==> config.mk <==
export PLATFORM = sky130hd
export DESIGN_NAME = sccp_top
export DESIGN_NICKNAME = d
export VERILOG_FILES = /design/src/rtl/sccp_pkg.sv /design/src/rtl/sccp_chan.sv /design/src/rtl/sccp_decode.sv /design/src/rtl/sccp_top.sv
export SDC_FILE = /design/constraint.sdc
export NUM_CORES = 1
export LEC_CHECK = 0
export ABC_AREA = 1
export ABC_CLOCK_PERIOD_IN_PS = 4000
export BUFFER_PORTS_ARGS = -buffer_cell sky130_fd_sc_hd__buf_4
export CORE_UTILIZATION = 55
export DETAILED_ROUTE_END_ITERATION = 12
export GPL_ROUTABILITY_DRIVEN = 0
export PLACE_DENSITY = 0.8
export REMOVE_ABC_BUFFERS = 1
export SLEW_MARGIN = 20
export SYNTH_ARGS = -nofsm -noshare
export SYNTH_HDL_FRONTEND = slang
export SYNTH_SLANG_ARGS = --single-unit
==> constraint.sdc <==
create_clock -name clk_i -period 4 [get_ports clk_i]
set_input_delay 1.2 -clock clk_i [delete_from_list [all_inputs] [get_ports clk_i]]
set_output_delay 1.2 -clock clk_i [all_outputs]
set_load 0.02 [all_outputs]
==> src/rtl/sccp_pkg.sv <==
package sccp_pkg;
  localparam int NCH = 2;
  localparam int NREG = 16;
  localparam int DW = 8;

  function automatic logic [DW-1:0] wr_default(input int idx);
    case (idx)
      4: wr_default = 8'h04;
      9: wr_default = 8'hC0;
      11: wr_default = 8'h08;
      14: wr_default = 8'h30;
      15: wr_default = 8'hF8;
      default: wr_default = '0;
    endcase
  endfunction
endpackage

==> src/rtl/sccp_chan.sv <==
module sccp_chan
  import sccp_pkg::*;
#(
  parameter bit DIS = 1'b0
) (
  input  logic          clk_i,
  input  logic          rst_ni,
  input  logic          ctl_wr_i,
  input  logic          ctl_rd_i,
  input  logic [DW-1:0] wdata_i,
  input  logic          soft_rst_i,
  output logic [DW-1:0] rdata_o,
  output logic [1:0]    rst_req_o,
  output logic [DW-1:0] wr4_o,
  output logic [DW-1:0] wr5_o,
  output logic [DW-1:0] wr12_o,
  output logic [DW-1:0] wr13_o
);
  localparam int PW = $clog2(NREG);
  localparam int HI = NREG / 2;
  localparam logic [DW-1:0] RR0_RST = DIS ? 8'h7C : 8'h44;
  localparam logic [DW-1:0] RR1_RST = 8'h07;

  logic [PW-1:0] ptr_q;
  logic [DW-1:0] wreg_q [NREG];
  logic [DW-1:0] rr12_q, rr13_q;
  logic          cmd_hi;

  assign cmd_hi = (wdata_i[5:3] == 3'd1);
  assign rst_req_o = (ctl_wr_i && ptr_q == PW'(9)) ? wdata_i[7:6] : 2'b00;

  always_ff @(posedge clk_i or negedge rst_ni) begin
    if (!rst_ni) begin
      ptr_q <= '0;
      rr12_q <= '0;
      rr13_q <= '0;
      for (int i = 0; i < NREG; i++) wreg_q[i] <= wr_default(i);
    end else if (soft_rst_i) begin
      ptr_q <= '0;
      rr12_q <= '0;
      rr13_q <= '0;
      for (int i = 0; i < NREG; i++) wreg_q[i] <= wr_default(i);
    end else if (ctl_wr_i) begin
      if (ptr_q == '0) begin
        ptr_q <= PW'(wdata_i[2:0]) + (cmd_hi ? PW'(HI) : PW'(0));
      end else begin
        if (ptr_q != PW'(9)) wreg_q[ptr_q] <= wdata_i;
        if (ptr_q == PW'(12)) rr12_q <= wdata_i;
        if (ptr_q == PW'(13)) rr13_q <= wdata_i;
        ptr_q <= '0;
      end
    end else if (ctl_rd_i) begin
      ptr_q <= '0;
    end
  end

  always_comb begin
    rdata_o = '0;
    if (ctl_rd_i) begin
      case (ptr_q)
        PW'(0):  rdata_o = RR0_RST;
        PW'(1):  rdata_o = RR1_RST;
        PW'(12): rdata_o = rr12_q;
        PW'(13): rdata_o = rr13_q;
        default: rdata_o = '0;
      endcase
    end
  end

  assign wr4_o = wreg_q[4];
  assign wr5_o = wreg_q[5];
  assign wr12_o = wreg_q[12];
  assign wr13_o = wreg_q[13];

  p_ptr_return_r3: assert property (@(posedge clk_i) disable iff (!rst_ni)
    ((ctl_wr_i && ptr_q != '0) || ctl_rd_i) |=> ptr_q == '0);
  p_hi_bank_r2: assert property (@(posedge clk_i) disable iff (!rst_ni)
    (ctl_wr_i && ptr_q == '0 && cmd_hi && !soft_rst_i) |=> ptr_q[PW-1]);
  p_echo_r6: assert property (@(posedge clk_i) disable iff (!rst_ni)
    (ctl_wr_i && ptr_q == PW'(12) && !soft_rst_i) |=> rr12_q == $past(wdata_i));
  p_soft_rst_r4: assert property (@(posedge clk_i) disable iff (!rst_ni)
    soft_rst_i |=> (ptr_q == '0 && wr4_o == 8'h04 && rr13_q == '0));
endmodule

==> src/rtl/sccp_decode.sv <==
module sccp_decode
  import sccp_pkg::*;
(
  input  logic [DW-1:0] wr4_i,
  input  logic [DW-1:0] wr5_i,
  input  logic [DW-1:0] wr12_i,
  input  logic [DW-1:0] wr13_i,
  output logic [15:0]   divisor_o,
  output logic          parity_en_o,
  output logic          parity_even_o,
  output logic          two_stop_o,
  output logic [3:0]    data_bits_o,
  output logic [2:0]    clk_shift_o
);
  assign divisor_o = {wr13_i, wr12_i};
  assign parity_en_o = wr4_i[0];
  assign parity_even_o = wr4_i[1];
  assign two_stop_o = (wr4_i[3:2] == 2'b11);

  always_comb begin
    case (wr5_i[6:5])
      2'b00: data_bits_o = 4'd5;
      2'b01: data_bits_o = 4'd7;
      2'b10: data_bits_o = 4'd6;
      default: data_bits_o = 4'd8;
    endcase
    case (wr4_i[7:6])
      2'b00: clk_shift_o = 3'd0;
      2'b01: clk_shift_o = 3'd4;
      2'b10: clk_shift_o = 3'd5;
      default: clk_shift_o = 3'd6;
    endcase
  end

  always_comb begin
    a_len_r8: assert (data_bits_o >= 4'd5 && data_bits_o <= 4'd8);
  end
endmodule

==> src/rtl/sccp_top.sv <==
module sccp_top
  import sccp_pkg::*;
#(
  parameter logic [NCH-1:0] DISABLED = '0
) (
  input  logic                 clk_i,
  input  logic                 rst_ni,
  input  logic [1:0]           addr_i,
  input  logic                 wr_i,
  input  logic                 rd_i,
  input  logic [DW-1:0]        wdata_i,
  output logic [DW-1:0]        rdata_o,
  output logic [NCH-1:0][15:0] divisor_o,
  output logic [NCH-1:0]       parity_en_o,
  output logic [NCH-1:0]       parity_even_o,
  output logic [NCH-1:0]       two_stop_o,
  output logic [NCH-1:0][3:0]  data_bits_o,
  output logic [NCH-1:0][2:0]  clk_shift_o
);
  logic [NCH-1:0][DW-1:0] ch_rdata;
  logic [NCH-1:0][1:0]    ch_req;
  logic [NCH-1:0]         soft_rst;
  logic                   is_ctl;

  assign is_ctl = ~addr_i[0];

  // index 0 = channel B, index 1 = channel A; request bit k resets channel k
  always_comb begin
    soft_rst = '0;
    for (int c = 0; c < NCH; c++) soft_rst = soft_rst | ch_req[c];
  end

  for (genvar c = 0; c < NCH; c++) begin : g_ch
    logic sel;
    logic [DW-1:0] w4, w5, w12, w13;
    assign sel = (addr_i[1] == 1'(c));

    sccp_chan #(.DIS(DISABLED[c])) u_chan (
      .clk_i     (clk_i),
      .rst_ni    (rst_ni),
      .ctl_wr_i  (wr_i && sel && is_ctl),
      .ctl_rd_i  (rd_i && sel && is_ctl),
      .wdata_i   (wdata_i),
      .soft_rst_i(soft_rst[c]),
      .rdata_o   (ch_rdata[c]),
      .rst_req_o (ch_req[c]),
      .wr4_o     (w4),
      .wr5_o     (w5),
      .wr12_o    (w12),
      .wr13_o    (w13)
    );

    sccp_decode u_dec (
      .wr4_i        (w4),
      .wr5_i        (w5),
      .wr12_i       (w12),
      .wr13_i       (w13),
      .divisor_o    (divisor_o[c]),
      .parity_en_o  (parity_en_o[c]),
      .parity_even_o(parity_even_o[c]),
      .two_stop_o   (two_stop_o[c]),
      .data_bits_o  (data_bits_o[c]),
      .clk_shift_o  (clk_shift_o[c])
    );
  end

  // data-address reads return 0: no receive path here
  assign rdata_o = ch_rdata[addr_i[1]];

  p_one_strobe_r9: assert property (@(posedge clk_i) disable iff (!rst_ni)
    !(wr_i && rd_i));
  p_data_rd_zero_r9: assert property (@(posedge clk_i) disable iff (!rst_ni)
    (rd_i && addr_i[0]) |-> rdata_o == '0);
endmodule

==> impl_summary.md, run 1 <==
Run status
The flow ran to the end, and the final reports show no timing, DRC or antenna violations.

Yosys
After synthesis the cells add up to about 4300 um2. The synthesized flop and latch total is approximately 90. In this run the mean area of a mapped cell was 8.09 um2. The number of cells produced by synthesis is 533. The Yosys warning count is 0. The area share of the largest cell type after synthesis is 0.499. Yosys instantiated no cell more often than nand2_1. In the synthesized netlist the dominant register cell turns out to be dfrtp_1. Counting flops with an async set or reset pin after synthesis yields a share of 1.00.

The commonest cells after synthesis are nand2_1, dfrtp_1, inv_1. For this run, the register share of the synthesized area comes to 0.511. The number of synthesized flops with an enable pin is 0.

The number of distinct library cells after synthesis is 30. dfrtp_1 takes more of the synthesized area than any other cell. Sorting the synthesized cells by area gives the leading types as dfrtp_1, nand2_1, inv_1.

Critical path
Along the worst path, the maximum fanout reaches 7. The worst setup path is captured at a primary output. The startpoint kind of the worst setup timing path is a primary input. The arrival time of the worst setup path is approximately 2300 ps. The endpoint required time on the critical path is 2800 ps. By startpoint and endpoint, the worst setup path is classified as in -> out.

STA
The normalized max-slew margin is 0.474. The time the final worst path needs with I/O delays and setup is 3470 ps. For the pin with the worst max-slew slack, the measured transition is 788 ps. The number of failing setup endpoints in the final timing report is 0. The count of final max-slew check failures is 0.

Setup repair after global routing left no endpoint under its margin. The number of hold violations in the final report came to 0. Setup slack on the critical path of the routed design comes to 533 ps.

Timing would allow up to 288 MHz. The clock skew after layout is about 6.1 ps. Of the available clock period, the critical path in the final layout requires 0.867.

The post-route setup TNS is 0 ps.

Drt
For this block, the routed nets add up to 10,000 um of wire. The number of design rule violations left after detail routing is 0. Once detail routing completed, the nets flagged for antenna violations numbered 0. After the first detailed-routing iteration, the DRC count stood at between 300 and 400. The via count of the routed design is 3,739. The detail-routed via count per cell is 5.29. The number of search-and-repair iterations in the first detailed-routing pass is 5.

After detailed routing, the average wire length per cell comes to 14.2 um.

Layout
Summing all non-filler instances in the final layout gives an area of just over 5000 um2. In the final design database the tool counted 624 nets. The diode insertion count for antenna repair is 0. After the flow finishes, the layout carries non-filler instances totaling between 700 and 800. The layout-stage area growth over the synthesis result is 18.2%. Of the cells placed in the final design, the portion with a size suffix greater than 1 is 0.211.

Pwr
The power per cell area is 437 nW/um2. Summed over all cells, the static leakage comes to 0.00299 uW. Across the VDD grid, the largest voltage drop is 0.275 mV. Power comes to 2230 uW.

Clock tree
The number of CTS-inserted buffers is 9. The clock transition at the registers of the reported paths is 90 ps. In this run the post-CTS setup repair buffer count came out at 0. The number of clock sinks is slightly below 90.

The root cell of the clock tree is clkbuf_8. The number of hold buffers added after CTS was 0. The worst-case clock buffer depth is 2. The CTS tree is built.

The latest clock arrival within the worst-skew pair is 360 ps. The maximum level of the CTS H-tree is 3. In this run, post-CTS repair resized a total of 0 instances.

Min path
The worst hold path class is reg -> reg.

Placed design
The number of cells after detailed placement is 692. Prior to clock tree synthesis, the placed netlist has a worst setup slack of 607 ps. In this run the cell area measured after placement is 4870 um2.

The placed wire-length estimate is 7150 um. The count of buffers added on input and output ports is 73.

Global routing
The maximum number of pins on one net before global-route repair is 89. The initial antenna violation count is 0. The total congestion overflow is 0. Across every metal layer, demand over resource in global routing totals 0.262. The first-pass GRT wire length is 16,900 um. The via count of the first global-routing pass is 3,594.

Floorplanning
The core region area is between 7000 and 8000 um2. The floorplan step defined a die boundary enclosing 8190 um2. The floorplan has 31 rows.

The initial utilization of the core area, before any placement, comes to 0.582. In this run the vertical extent of the chip is 90.5 um. In this run the horizontal extent of the chip is 90.5 um. The I/O pin count is 74.

Run
The reported max-cap violation count is 0.
[layer usage]
metal / vias up / GRT usage / wire (um)
met5: - / 0 / 0
met4: 0 / 0.110 / 204
met3: 24 / 0.0429 / 860
met2: 182 / 0.415 / 4800
met1: 1747 / 0.359 / 4170
li1: 1786 / - / -
[final cells by class]
class	count	area (um2)
Inverter	61	244
Multi-Input combinational cell	371	1750
Timing Repair Buffer	73	552
Sequential cell	88	2200
Fill cell	608	2310
Tap cell	99	124
Clock inverter	6	92.6
Clock buffer	9	124
[worst max-delay path, stage by stage]
cell     delay (ps)
buf_4           130
inv_1            60
nand3_1         150
inv_1           250
o21ai_0         170
nand2_1         140
buf_4           150
[logic make-up after synthesis]
| group | Yosys count | synth area share |
|---|---|---|
| adders and majority gates | 6 | 0.0174 |
| buffers and inverters | 74 | 0.0816 |
| and+or+nand+nor | 313 | 0.313 |
| AOI/OAI and AO/OA | 52 | 0.0766 |
| DFF | 88 | 0.511 |
[final timing paths]
kind | from | cells after the start | slack [ps] | endpoint
worst max register to register | g_ch[1].u_chan.ptr_q[1]$_DFFE_PN0P_ | 6 | 1980 | g_ch[1].u_chan.wr13_o[2]$_DFFE_PN0P_
max in group asynchronous | rst_ni | 1 | 2580 | g_ch[1].u_chan.rr13_q[5]$_DFFE_PN0P_
min in group asynchronous | rst_ni | 1 | 870 | g_ch[0].u_chan.wr13_o[3]$_DFFE_PN0P_
worst max-delay path | addr_i[0] | 7 | 530 | rdata_o[6]
worst min register to register | g_ch[1].u_chan.wr4_o[2]$_DFFE_PN1P_ | 2 | 460 | g_ch[1].u_chan.wr4_o[2]$_DFFE_PN1P_
worst min-delay path | g_ch[1].u_chan.wr4_o[2]$_DFFE_PN1P_ | 2 | 460 | g_ch[1].u_chan.wr4_o[2]$_DFFE_PN1P_
[cell usage in the layout, fill, tap and decap left out]
| cell | instances |
|---|---|
| inv_2 | 2 |
| nand2_2 | 10 |
| dfstp_2 | 2 |
| o21ai_1 | 1 |
| or2_2 | 2 |
| o21ai_4 | 3 |
| o22ai_1 | 5 |
| a21oi_1 | 6 |
| nand3_1 | 29 |
| nor2_4 | 9 |
| nand4_1 | 3 |
| nor2_2 | 3 |
| clkbuf_8 | 9 |
| a31oi_1 | 1 |
| o21ai_0 | 27 |
| bufinv_16 | 2 |
| inv_8 | 1 |
| nor2_1 | 29 |
| inv_4 | 3 |
| nand2_1 | 223 |
| nand2_4 | 3 |
| dfrtp_1 | 86 |
| o31ai_1 | 3 |
| o21ai_2 | 1 |
| ha_1 | 6 |
| a21o_1 | 4 |
| clkinvlp_4 | 2 |
| inv_1 | 55 |
| o211ai_2 | 1 |
| buf_4 | 72 |
| buf_6 | 1 |
| nor3_1 | 2 |
| inv_6 | 2 |
[sequential cells by signal, indices dropped and copies added (netlist names)]
name                count
g_ch.u_chan.rr12_q     16
g_ch.u_chan.rr13_q     16
g_ch.u_chan.wr12_o     16
g_ch.u_chan.wr13_o     16
g_ch.u_chan.wr4_o      12
g_ch.u_chan.ptr_q       8
g_ch.u_chan.wr5_o       4
[power breakdown]
group | leakage (uW) | total [uW] | switching (uW) | internal, uW
clock | 0.000102 | 680 | 327 | 353
sequential | 0.00114 | 1060 | 63.8 | 1000
combinational | 0.00175 | 485 | 301 | 183
total | 0.00299 | 2230 | 692 | 1540
[through the flow]
| step | util | hold slack, ps |
|---|---|---|
| finish | 0.688 | 464 |
| global route | 0.688 | 485 |
| CTS | 0.687 | 466 |
| detailed placement | 0.658 | 453 |
| global placement | 0.658 | 450 |
| floorplan | - | 442 |
Note: power is estimated with default switching activity, not from simulation.
==> run 2, diff against run 1 <==
--- a/config.mk
+++ b/config.mk
@@ -8,10 +8,12 @@
 export ABC_AREA = 1
 export ABC_CLOCK_PERIOD_IN_PS = 4000
 export BUFFER_PORTS_ARGS = -buffer_cell sky130_fd_sc_hd__buf_4
-export CORE_UTILIZATION = 55
+export CELL_PAD_IN_SITES_DETAIL_PLACEMENT = 2
+export CELL_PAD_IN_SITES_GLOBAL_PLACEMENT = 2
+export CORE_UTILIZATION = 35
 export DETAILED_ROUTE_END_ITERATION = 12
 export GPL_ROUTABILITY_DRIVEN = 0
-export PLACE_DENSITY = 0.8
+export PLACE_DENSITY = 0.82
 export REMOVE_ABC_BUFFERS = 1
 export SLEW_MARGIN = 20
 export SYNTH_ARGS = -nofsm -noshare
==> run 2 against run 1 <==
Non-clock buffer count increased by 2. Sequential share of layout area fell by 1.2 points. Maximum frequency decreased by 2.0%. Largest cell class unchanged.
==> impl_summary.md, run 2 (synthesized netlist as in run 1, its figures left out) <==
STA
The worst path needs about 3500 ps of the cycle, external delays included. The clock skew after layout is slightly below 7 ps. The number of hold violations in the final report is 0. Setup violations remaining at the end of the flow were counted as 0. Derived from the worst setup path, the maximum achievable clock frequency is 283 MHz.

For the pin with the worst max-slew slack, the measured transition is approximately 920 ps. In the final timing run, aggregate negative setup slack is 0 ps. Headroom to the max-slew limit came out at 0.388. Setup repair after global routing left no endpoint under its margin. The count of final max-slew check failures came to 0. Dividing the final minimum period by the clock period gives 0.885.

Layout
The library cells used most frequently in the layout, excluding fill and tap cells, are nand2_1, dfrtp_1, buf_4. Of the cells placed in the final design, the portion with a size suffix greater than 1 is 0.211. After routing the design area is 5240 um2. At the end of the flow, the number of nets in the layout was 626. The number of filler cells placed in the layout is about 1.4k. The final standard cell utilization of the core is 0.436. The layout-stage area growth over the synthesis result is 21.6%. The diode insertion count for antenna repair is 0. The library cell used most frequently in the layout, excluding fill and tap cells, is nand2_1.

Global routing
The via count of the first global-routing pass came to 4,192. The total congestion overflow is 0. The initial antenna violation count was 0.

The maximum number of pins on one net before global-route repair is 41. The global routing usage summed across all routing layers is 0.228. The first global-routing pass estimated about 22,000 um of wire.

Clock tree
The clock tree synthesis step divided the H-tree into 3 levels. Buffers inserted to repair hold after CTS numbered 0. The CTS tree is built. Post-CTS timing repair inserted 0 buffers for setup. The worst-case clock buffer depth is 2. The root cell of the clock tree is clkbuf_16. The latest clock arrival within the worst-skew pair is ~350 ps.

The clock transition at the registers of the reported paths is 70 ps. The number of CTS-inserted buffers is 9. The number of gates given a new drive strength after cts is 0. The number of clock sinks is 88.

Critical path
Data on the critical path arrives at its endpoint at 2340 ps. The worst register-to-register path ends at g_ch[1].u_chan.wr13_o[7]$_DFFE_PN0P_. Across all register-to-register paths, the minimum setup slack is 1780 ps. The worst-path cell with the longest stage delay is nand3_1. The endpoint required time on the critical path is around 2800 ps.

The signal on the critical path passes through buf_4 -> inv_1 -> nand3_1 -> inv_1 -> nand2_1 -> o21ai_0 -> buf_4. By startpoint and endpoint, the worst setup path is classified as in -> out. The source of the worst register-to-register timing path is g_ch[1].u_chan.ptr_q[0]$_DFFE_PN0P_. The critical path endpoint category is a primary output. The largest single stage delay on the critical path is approximately 280 ps. The worst setup path is launched from a primary input. The path depth of the worst reg2reg path is 7.

The peak fanout along the critical path is 6.

Min path
Counting instances, the worst hold path has a depth of 2. The capture endpoint of the worst hold path is g_ch[1].u_chan.wr4_o[2]$_DFFE_PN1P_. The worst hold path class is reg -> reg. The worst min-delay path startpoint is g_ch[1].u_chan.wr4_o[2]$_DFFE_PN1P_.

Drt
The routed length per placed instance is ~18 um. For this block, the via count after detailed routing is 3,802. The number of nets with antenna violations after routing is 0. The aggregate routed wire length is 13,600 um. The count of routing violations after the opening detailed-route iteration is approximately 210. The number of design rule violations left after detail routing is 0. Dividing the detail-routed via count by the number of cells gives 5.02. The pre-antenna-repair detailed-routing pass consisted of 4 iterations.

Floorplanning
The I/O pin count is 74. The width of the chip is 113 um. The initial utilization of the core area, before any placement, comes to 0.359. The core region area is 12,000 um2. The height of the die is 113 um. The number of core rows is 40. The die covers around 13,000 um2.

Pwr
The static leakage is 0.00302 uW. The power per cell area is 463 nW/um2. The worst ir drop on vdd is 0.179 mV.

Placed design
In this run the tool buffered the top-level ports with 73 buffer cells. Summing all placed instances gives a cell area of a little under 5000 um2. The placed wire-length estimate is around 9900 um.

Run
The tool flagged a number of max-cap violations equal to 0.

Run status
The run finished with clean final reports.
==> run 2: cell types whose count changed in the layout (fill, tap and decap cells not counted) <==
cell	change
clkinv_2	+1
buf_6	-1
inv_6	-2
buf_4	+3
clkbuf_8	-9
clkinvlp_4	+1
clkbuf_16	+9
bufinv_16	-1
clkbuf_1	+2
==> run 2: worst max-delay path by stage <==
stage / from / end / slack (ps)
after floorplan: addr_i[0] / rdata_o[0] / 960
after global placement: addr_i[0] / rdata_o[1] / 570
after detailed placement: addr_i[0] / rdata_o[0] / 490
after CTS: addr_i[0] / rdata_o[0] / 460
after global routing: addr_i[0] / rdata_o[0] / 360
final: addr_i[0] / rdata_o[0] / 460
==> run 2: metal layers <==
layer,global-route usage,vias to the layer above,share of wire
met4,0.0754,0,0.017
met1,0.303,1940,0.46
met5,0,-,0
li1,-,1791,-
met2,0.385,56,0.50
met3,0.0316,15,0.023
==> run 2: stage by stage <==
step	cells	power [uW]	worst slack (ps)	hold WS, ps
after global placement	742	1570	573	454
after detailed placement	742	1590	486	464
after floorplan	520	1360	962	442
after global routing	758	2540	356	498
final	758	2420	461	475
after CTS	758	2440	458	474
==> run 2: final cells by class <==
type	instances	area (um2)	area share
multi-input combinational	371	1750	0.335
timing repair buffer	75	563	0.107
clock buffer	11	233	0.0444
sequential	88	2200	0.421
clock inverter	5	57.6	0.0110
tap	147	184	0.0351
inverter	61	244	0.0466
==> run 2: worst max-delay path, delay by kind of cell <==
kind	cells	cell delay, ps
compound gates	1	140
simple gates	2	360
buf+inv	4	640
==> run 2: where the power goes <==
part	switching, uW	leakage, uW	internal [uW]	total, uW
Clock	364	0.000132	484	848
Combinational	322	0.00175	185	506
Sequential	67.6	0.00114	1000	1070
Total	753	0.00302	1670	2420
==> run 3, diff against run 2 <==
--- a/config.mk
+++ b/config.mk
@@ -14,7 +14,6 @@
 export DETAILED_ROUTE_END_ITERATION = 12
 export GPL_ROUTABILITY_DRIVEN = 0
 export PLACE_DENSITY = 0.82
-export REMOVE_ABC_BUFFERS = 1
 export SLEW_MARGIN = 20
 export SYNTH_ARGS = -nofsm -noshare
 export SYNTH_HDL_FRONTEND = slang
==> run 3 against run 2 <==
Register-to-register slack got worse by 70 ps. Clock power rose by 2%. Via count fell by 0.47%. Wire length rose by 2.1%. Largest cell class unchanged. Highest routed layer unchanged.
==> impl_summary.md, run 3 (synthesized netlist as in run 1, its figures left out) <==
Run status
The flow ran to the end, and the final reports show no timing, DRC or antenna violations.

Clock tree
The worst-case clock buffer depth is 2. In this run, post-CTS repair resized a total of 0 instances. The number of clock buffers added by TritonCTS is 9. For this design, the CTS-stage hold fixing added 0 buffers. The clock transition at the registers of the reported paths is approximately 60 ps. The root cell of the clock tree is clkbuf_16.

Clock latency on the worst-skew pair, taken at its later pin, is 340 ps. The number of clock sinks is 88. The CTS tree is built. The H-tree was split into 3 levels. The number of setup buffers added after CTS is 0.

STA
The final critical-path share of the clock period is 0.873. The slew of the pin with the lowest slew margin is roughly 850 ps. The number of failing setup endpoints in the final timing report is 0. Setup total negative slack on the finished layout was measured at 0 ps. In this run the tightest slew margin relative to its limit is 0.431. The worst slack on hold paths is approximately 470 ps. The count of final max-slew check failures is 0.

Setup repair after global routing left no endpoint under its margin. Subtracting the final worst setup slack from the clock period gives roughly 3500 ps. The number of hold violations in the final report is 0. For this run, the top clock speed supported by timing is 286 MHz. The clock skew after layout is ~5.4 ps.

Layout
The diode insertion count for antenna repair is 0. Excluding fillers, the count of instances in the completed layout stands at 758. The layout-stage area growth over the synthesis result is 21.8%. The top cell types in the final layout, fill and taps aside, are nand2_1, dfrtp_1, buf_4.

The final layout contains 626 nets. Leaving out fill and tap cells, the most frequent cell in the layout is nand2_1. The fraction of layout instances using a drive strength above 1 is 0.213.

Floorplanning
From bottom edge to top edge, the die measures about 110 um. The width of the chip is between 100 and 150 um. For this design the top-level I/O count stands at 74. The overall die area is 12,800 um2. For this configuration, the core starts out at a cell density of 0.359. The total area inside the core boundary comes to 12,000 um2.

The number of core rows is 40.

Pwr
Total power for the finished layout comes to 2450 uW. The static leakage is 0.00304 uW. The power per cell area is 467 nW/um2.

The worst ir drop on vdd is 0.169 mV.

Yosys
The net count after synthesis is 553.

Drt
The routed length per placed instance is around 18 um. After detailed routing, the number of vias per cell comes to 4.99. The aggregate routed wire length is 13,800 um. The number of nets with antenna violations after routing is 0.

The via count of the routed design is 3,784. After detailed routing, the number of remaining DRC violations is 0. The count of routing violations after the opening detailed-route iteration is between 100 and 150. The pre-antenna-repair detailed-routing pass consisted of 4 iterations.

Global routing
In the global route stage, overall resource usage came out at 0.230. The total congestion overflow is 0. Entering global routing, the biggest net connects 44 pins.

The via count of the first global-routing pass is between 4k and 5k. The first-pass GRT wire length is 22,000 um. The initial antenna violation count is 0.

Min path
In this run the worst hold path is classified as reg -> reg.

Placed design
The number of buffers added on ports is 73. Counting tap cells, the placed design contains a total of 742 instances. The placed wire-length estimate is 10,200 um.

Critical path
The worst setup path is launched from a primary input. The endpoint required time on the critical path is 2800 ps. STA classifies the critical path endpoint as a primary output. By startpoint and endpoint, the worst setup path is classified as in -> out. The peak fanout along the critical path is 7. The arrival time of the worst setup path is 2290 ps.

Run
Across the run, the number of max-cap violations was 0.
[run 3: changes by cell type in the layout (fill, tap and decap cells not counted), sizes merged]
| cell | before | now |
|---|---|---|
| clkinvlp | 3 | 1 |
| clkinv | 1 | 3 |
[run 3: layer usage]
layer / GRT usage / share of wire / routed length, um
met2: 0.380 / 0.48 / 6620
met4: 0.0825 / 0.017 / 240
met5: 0 / 0 / 0
met3: 0.0262 / 0.037 / 511
met1: 0.314 / 0.47 / 6460
[run 3: final cells by class]
cell class | count | area [um2]
flip-flops and latches | 88 | 2200
clock inverters | 5 | 56.3
multi-input cells | 371 | 1750
repair buffers | 75 | 563
well taps | 147 | 184
clock buffers | 11 | 243
fillers | 1396 | 6760
inverters | 61 | 244
[run 3: through the flow]
stage                     setup WS (ps)   util  area, um2
after CTS                           510  0.437       5250
final                               507  0.437       5250
after global routing                422  0.437       5250
after floorplan                     962      -       4310
after detailed placement            520  0.412       4950
after global placement              658  0.412       4950
[run 3: report_power, final]
group	leakage (uW)	internal, uW	total (uW)	switching, uW
combinational	0.00175	185	516	331
sequential	0.00114	1000	1070	66.2
clock	0.000145	501	868	367
total	0.00304	1690	2450	764
[run 3: critical path, cell delays in order]
cell and delay (ps):
buf_4 140, inv_1 80, nand3_1 230, inv_1 270, o21ai_0 150, nand2_1 90, buf_4 140
[run 3: path summary, 6_finish.rpt]
path / from / to / slack (ps) / cells after the start
setup reg to reg: g_ch[1].u_chan.ptr_q[0]$_DFFE_PN0P_ / g_ch[1].u_chan.rr13_q[5]$_DFFE_PN0P_ / 1710 / 6
min in group asynchronous: rst_ni / g_ch[0].u_chan.wr12_o[1]$_DFFE_PN0P_ / 850 / 1
setup / recovery: addr_i[0] / rdata_o[6] / 510 / 7
hold reg to reg: g_ch[1].u_chan.wr4_o[1]$_DFFE_PN0P_ / g_ch[1].u_chan.wr4_o[1]$_DFFE_PN0P_ / 470 / 2
max in group asynchronous: rst_ni / g_ch[0].u_chan.wr4_o[2]$_DFFE_PN1P_ / 2330 / 2
hold / removal: g_ch[1].u_chan.wr4_o[1]$_DFFE_PN0P_ / g_ch[1].u_chan.wr4_o[1]$_DFFE_PN0P_ / 470 / 2
